<file path="src/rtl/expc_pkg.sv">
package expc_pkg;
    localparam int ADDR_W  = 16;
    localparam int DATA_W  = 8;
    localparam int PAGE_W  = 8;
    localparam int OFS_W   = 12;
    localparam int NIB_W   = ADDR_W - OFS_W;
    localparam int REG_W   = 12;
    localparam int SRAM_W  = 19;
    localparam int NCHIP   = 2;
    localparam int IDX_W   = 4;

    typedef struct packed {
        logic                mexp_sel;
        logic                reg_sel;
        logic                card_sel;
        logic                map_mode;
        logic [IDX_W-1:0]    map_idx;
        logic [IDX_W-1:0]    reg_idx;
        logic                reg_we;
        logic                reg_rd;
        logic [REG_W-1:0]    reg_wdata;
        logic [SRAM_W-1:0]   sram_addr;
        logic [NCHIP-1:0]    sram_cs;
        logic                sram_we;
        logic                sram_oe;
        logic [DATA_W-1:0]   sram_wdata;
    } dec_out_t;
endpackage

</file>
<file path="src/rtl/expc_region_dec.sv">
module expc_region_dec
    import expc_pkg::*;
(
    input  logic [ADDR_W-1:0] addr,
    input  logic              ctl_reg_access,
    output logic              mexp_hit,
    output logic              reg_hit
);
    localparam int REG_BITS = 3;
    logic [REG_BITS-1:0] region;

    always_comb begin
        region   = addr[ADDR_W-1 -: REG_BITS];
        mexp_hit = 1'b0;
        reg_hit  = 1'b0;
        case (region)
            3'd1, 3'd5, 3'd6, 3'd7: mexp_hit = 1'b1;
            3'd2:                   reg_hit  = ctl_reg_access;
            default: ;
        endcase
    end
endmodule

</file>
<file path="src/rtl/expc_page_route.sv">
module expc_page_route
    import expc_pkg::*;
(
    input  logic [PAGE_W-1:0] page,
    input  logic [OFS_W-1:0]  offset,
    input  logic              big_chips,
    input  logic              enable,
    output logic [SRAM_W-1:0] sram_addr,
    output logic [NCHIP-1:0]  sram_cs
);
    localparam int BIG_HI   = SRAM_W - OFS_W;
    localparam int SMALL_HI = BIG_HI - 2;

    logic chip_bit;

    always_comb begin
        if (big_chips) begin
            chip_bit  = page[PAGE_W-1];
            sram_addr = {page[BIG_HI-1:0], offset};
        end else begin
            chip_bit  = page[SMALL_HI];
            sram_addr = {2'b11, page[SMALL_HI-1:0], offset};
        end
    end

    for (genvar c = 0; c < NCHIP; c++) begin : g_cs
        assign sram_cs[c] = enable && (chip_bit == c[0]);
    end
endmodule

</file>
<file path="src/rtl/expc_byte_flip.sv">
module expc_byte_flip
    import expc_pkg::*;
(
    input  logic [DATA_W-1:0] din,
    output logic [DATA_W-1:0] dout
);
    for (genvar i = 0; i < DATA_W; i++) begin : g_bit
        assign dout[i] = din[DATA_W-1-i];
    end
endmodule

</file>
<file path="src/rtl/expc_decoder.sv">
module expc_decoder
    import expc_pkg::*;
(
    input  logic                clk,
    input  logic                rst_n,
    input  logic [15:0]         cpu_addr,
    input  logic [7:0]          cpu_data,
    input  logic                mem_en,
    input  logic                wr_en,
    input  logic                dbin,
    input  logic                ctl_reg_access,
    input  logic                ctl_map_on,
    input  logic                big_chips,
    input  logic [7:0]          map_page,
    output logic                mexp_sel,
    output logic                reg_sel,
    output logic                card_sel,
    output logic                map_mode,
    output logic [3:0]          map_idx,
    output logic [3:0]          reg_idx,
    output logic                reg_we,
    output logic                reg_rd,
    output logic [11:0]         reg_wdata,
    output logic [18:0]         sram_addr,
    output logic [1:0]          sram_cs,
    output logic                sram_we,
    output logic                sram_oe,
    output logic [7:0]          sram_wdata
);
    localparam int PAD_W = REG_W - DATA_W;

    logic              mexp_hit;
    logic              reg_hit;
    logic [PAGE_W-1:0] eff_page;
    logic              map_on;
    logic              cs_en;
    logic [SRAM_W-1:0] addr_c;
    logic [NCHIP-1:0]  cs_c;
    logic [DATA_W-1:0] flip_c;
    dec_out_t          out_d, out_q;

    expc_region_dec u_region (
        .addr           (cpu_addr),
        .ctl_reg_access (ctl_reg_access),
        .mexp_hit       (mexp_hit),
        .reg_hit        (reg_hit)
    );

    assign map_on   = mexp_hit && ctl_map_on;
    assign eff_page = map_on ? map_page
                             : {{(PAGE_W-NIB_W){1'b0}}, cpu_addr[ADDR_W-1 -: NIB_W]};
    assign cs_en    = mexp_hit && mem_en;

    expc_page_route u_route (
        .page      (eff_page),
        .offset    (cpu_addr[OFS_W-1:0]),
        .big_chips (big_chips),
        .enable    (cs_en),
        .sram_addr (addr_c),
        .sram_cs   (cs_c)
    );

    expc_byte_flip u_flip (
        .din  (cpu_data),
        .dout (flip_c)
    );

    always_comb begin
        out_d            = '0;
        out_d.mexp_sel   = mexp_hit;
        out_d.reg_sel    = reg_hit;
        out_d.card_sel   = mexp_hit || reg_hit;
        out_d.map_mode   = map_on;
        out_d.map_idx    = cpu_addr[ADDR_W-1 -: IDX_W];
        out_d.reg_idx    = cpu_addr[IDX_W:1];
        out_d.reg_we     = reg_hit && wr_en;
        out_d.reg_rd     = reg_hit && dbin;
        out_d.reg_wdata  = {cpu_data, {PAD_W{1'b0}}};
        out_d.sram_addr  = addr_c;
        out_d.sram_cs    = cs_c;
        out_d.sram_we    = (|cs_c) && wr_en;
        out_d.sram_oe    = (|cs_c) && dbin;
        out_d.sram_wdata = flip_c;
    end

    always_ff @(posedge clk or negedge rst_n) begin
        if (!rst_n) out_q <= '0;
        else        out_q <= out_d;
    end

    assign mexp_sel   = out_q.mexp_sel;
    assign reg_sel    = out_q.reg_sel;
    assign card_sel   = out_q.card_sel;
    assign map_mode   = out_q.map_mode;
    assign map_idx    = out_q.map_idx;
    assign reg_idx    = out_q.reg_idx;
    assign reg_we     = out_q.reg_we;
    assign reg_rd     = out_q.reg_rd;
    assign reg_wdata  = out_q.reg_wdata;
    assign sram_addr  = out_q.sram_addr;
    assign sram_cs    = out_q.sram_cs;
    assign sram_we    = out_q.sram_we;
    assign sram_oe    = out_q.sram_oe;
    assign sram_wdata = out_q.sram_wdata;
endmodule

</file>
<file path="config.mk">
export PLATFORM = sky130hd
export DESIGN_NAME = expc_decoder
export DESIGN_NICKNAME = d
export VERILOG_FILES = /design/src/rtl/expc_pkg.sv /design/src/rtl/expc_region_dec.sv /design/src/rtl/expc_page_route.sv /design/src/rtl/expc_byte_flip.sv /design/src/rtl/expc_decoder.sv
export SDC_FILE = /design/constraint.sdc
export NUM_CORES = 1
export LEC_CHECK = 0
export BUFFER_PORTS_ARGS = -buffer_cell sky130_fd_sc_hd__buf_2
export CAP_MARGIN = 20
export CORE_AREA = 2 2 60 62
export DETAILED_ROUTE_END_ITERATION = 10
export DIE_AREA = 0 0 62 64
export PLACE_DENSITY_LB_ADDON = 0.25
export REMOVE_ABC_BUFFERS = 1
export SYNTH_ARGS = -nofsm -noshare
export SYNTH_HDL_FRONTEND = slang
export SYNTH_SLANG_ARGS = --single-unit
</file>
<file path="constraint.sdc">
create_clock -name clk -period 0.9 [get_ports clk]
set_input_delay 0.045 -clock clk [delete_from_list [all_inputs] [get_ports clk]]
set_output_delay 0.045 -clock clk [all_outputs]
set_load 0.02 [all_outputs]
</file>
==> reports/results.tsv <==
metric	value	unit
run status	finished with violations	
failing checks	negative setup slack	
Ys Warns	0	
final hold vios	0	
Mean Syn Cell Area	16.45	um2
Buf+Inv Stages, Crit Path	1	
Total Neg Setup Slack	-1101	ps
routed vias/inst	4.256	
slowest library cell on the worst path	dfrtp_1	
clock sink count	41	
Max Fclk	1042	MHz
CP Class	reg -> out	
beginning of the critical path	sram_wdata[3]	
Tmin final	960.0	ps
RSZ-0062 raised after global routing	true	
number of buffers inserted by port buffering	92	
FF+latch count, synth	41	
pre-CTS WS	-164.2	ps
Seq pwr share	54.5	%
Top Family by Delay on Critical Path	flip-flops	
largest net degree at the start of global routing	42	
CP startpoint kind	flip-flop	
TritonCTS clock tree	done	
clk buf depth	2	
Root Driver	clkbuf_4	
Critical Path RT	850	ps
drt total wl	3.703	mm
HP Class	in -> reg	
Switching Fraction	26.79	%
Post-Synthesis Cells	81	
final worst-path cycle share	106.7	%
Placed Area	0.001814	mm2
max-cap viol count	0	
Slew Viols, Final	0	
fin util	76.65	%
DR iter-0 viols	32	
layout cells sized above 1	54.25	%
mapped cell area	0.001333	mm2
Boundary Pins	97	
gr usage total	17.68	%
Routed wire per std cell	14.35	um
routability cong.	0.6948	
initial antenna violation count	0	
via count	1098	
Pwr per Cell Area	1457	mW/mm2
Chip Height	64	um
hold path start	map_page[7]	
crit end category	output pin	
die width	62	um
Num CTS Buffers	5	
Layout area overhead	88.92	%
first-pass GRT wire length	5.023	mm
Worst Path Max Fanout	2	
antenna viol nets, final	0	
Max IR drop VDD	0.0009511	V
vias in the first global route	1121	
Starting Density	40.57	%
# diodes	0	
# H-tree levels	2	
Die ar.	0.003968	mm2
CP max stage delay	410	ps
total gr overflow	0	
Fillers	195	
Cell Chain, Critical Path	buf_2	
Synth cell types	18	
total net switching power	982.6	uW
# Post-CTS Setup Buffers	0	
Worst-path clk slew	110	ps
Std-Cell Rows	21	
Seq/Total Area, Yosys	77.00	%
Final setup viols	37	
power after layout	3668	uW
Int Pwr	2685	uW
DRC viols	0	
core area	0.003284	mm2
Leak Pwr	0.001281	uW
NumNets Final	251	
Clk pwr share	23.2	%
worst endpoint data arrival time	920	ps
DP Wirelength	2.048	mm
combinational cell fraction of total power	22.4	%
design area	0.002517	mm2
final worst slack	-60.04	ps
first-pass detailed-route iteration total	4	
[final cells by class]
| cell class | count | area (um2) | area share (%) |
|---|---|---|---|
| sequential | 41 | 1026 | 40.76 |
| clock inverter | 2 | 10.01 | 0.3976 |
| multi-input combinational | 25 | 192.7 | 7.654 |
| clock buffer | 6 | 41.29 | 1.640 |
| tap | 46 | 57.56 | 2.286 |
| timing repair buffer | 136 | 1180 | 46.87 |
| inverter | 2 | 10.01 | 0.3976 |
[placed cells by master, fill, tap and decap left out, drive strengths merged]
cell type	netlist	layout
dlygate4sd3	0	36
nand2	4	4
buf	16	100
o21ai	2	2
inv	2	2
or2	1	1
clkinv	0	2
mux2	5	5
and2	2	2
and3	3	3
a21oi	1	1
nand3	1	1
nor3b	1	1
conb	1	4
and4bb	1	1
dfrtp	41	41
clkbuf	0	6
[cell families (layout without fill, tap and decap cells)]
kind of cell | count (synthesis) | after routing | synth area share [%]
DFF | 41 | 41 | 77.00
buffers and inverters | 18 | 146 | 9.766
and+or+nand+nor | 13 | 13 | 7.042
muxes | 5 | 5 | 4.789
AOI/OAI and AO/OA | 3 | 3 | 1.126
other | 1 | 4 | 0.2814
[flip-flops by register name, summed over array words and instances, names as in the netlist]
signal / flops
sram_wdata: 7
reg_rd: 1
reg_we: 1
reg_wdata: 1
mexp_sel: 1
map_idx: 4
sram_addr: 19
sram_we: 1
sram_oe: 1
reg_sel: 1
card_sel: 1
map_mode: 1
sram_cs: 2
[timing repair]
item | 4_1_cts | 5_1_grt
endpoints found under the setup margin | 53 | 55
resized for setup | 58 | 37
endpoints found under the hold margin | 78 | 0
cloned | 0 | 0
hold buffers | 36 | 0
[path summary, 6_finish.rpt]
| kind | endpoint | slack (ps) | cells after the start |
|---|---|---|---|
| setup / recovery | sram_wdata[3] | -60 | 1 |
| min in group asynchronous | sram_addr[3] | 190 | 3 |
| max in group asynchronous | map_idx[2] | 520 | 3 |
| hold / removal | sram_cs[0] | 30 | 4 |
[Yosys cell counts]
cell	instances	share of area, %
dfrtp_1	41	77
buf_4	16	9.0
and3_1	3	1.4
nand2_1	3	0.85
and2_1	2	0.94
mux2_1	2	1.7
mux2_4	2	2.3
o21ai_0	2	0.75
a21oi_1	1	0.38
and4bb_2	1	0.94
conb_1	1	0.28
inv_1	1	0.28
inv_4	1	0.47
mux2_2	1	0.85
nand2_8	1	1.5
nand3_1	1	0.38
nor3b_1	1	0.56
or2_2	1	0.47
[routing by layer]
| layer | up-vias | wire length [um] | track usage, % |
|---|---|---|---|
| met4 | 0 | 59 | 6.915 |
| met5 | - | 0 | 0 |
| met2 | 73 | 1976 | 31.51 |
| met1 | 520 | 1204 | 17.25 |
| met3 | 8 | 463 | 7.287 |
| li1 | 497 | - | - |
[power by group through the flow]
stage	sequential, uW	clock (uW)	combinational (uW)
6_report	2000	850	820
3_3_place_gp	2000	0	553
5_1_grt	2010	980	878
4_1_cts	1980	875	765
3_5_place_dp	2000	0	560
2_1_floorplan	2170	0	80.6
[through the flow]
| stage | hold slack, ps | cells |
|---|---|---|
| 2_1_floorplan | -250.6 | 68 |
| 3_3_place_gp | 25.72 | 214 |
| 3_5_place_dp | 27.64 | 214 |
| 4_1_cts | 8.806 | 258 |
| 5_1_grt | 16.75 | 258 |
| 6_report | 31.20 | 258 |
Note: power is estimated with default switching activity, not from simulation.
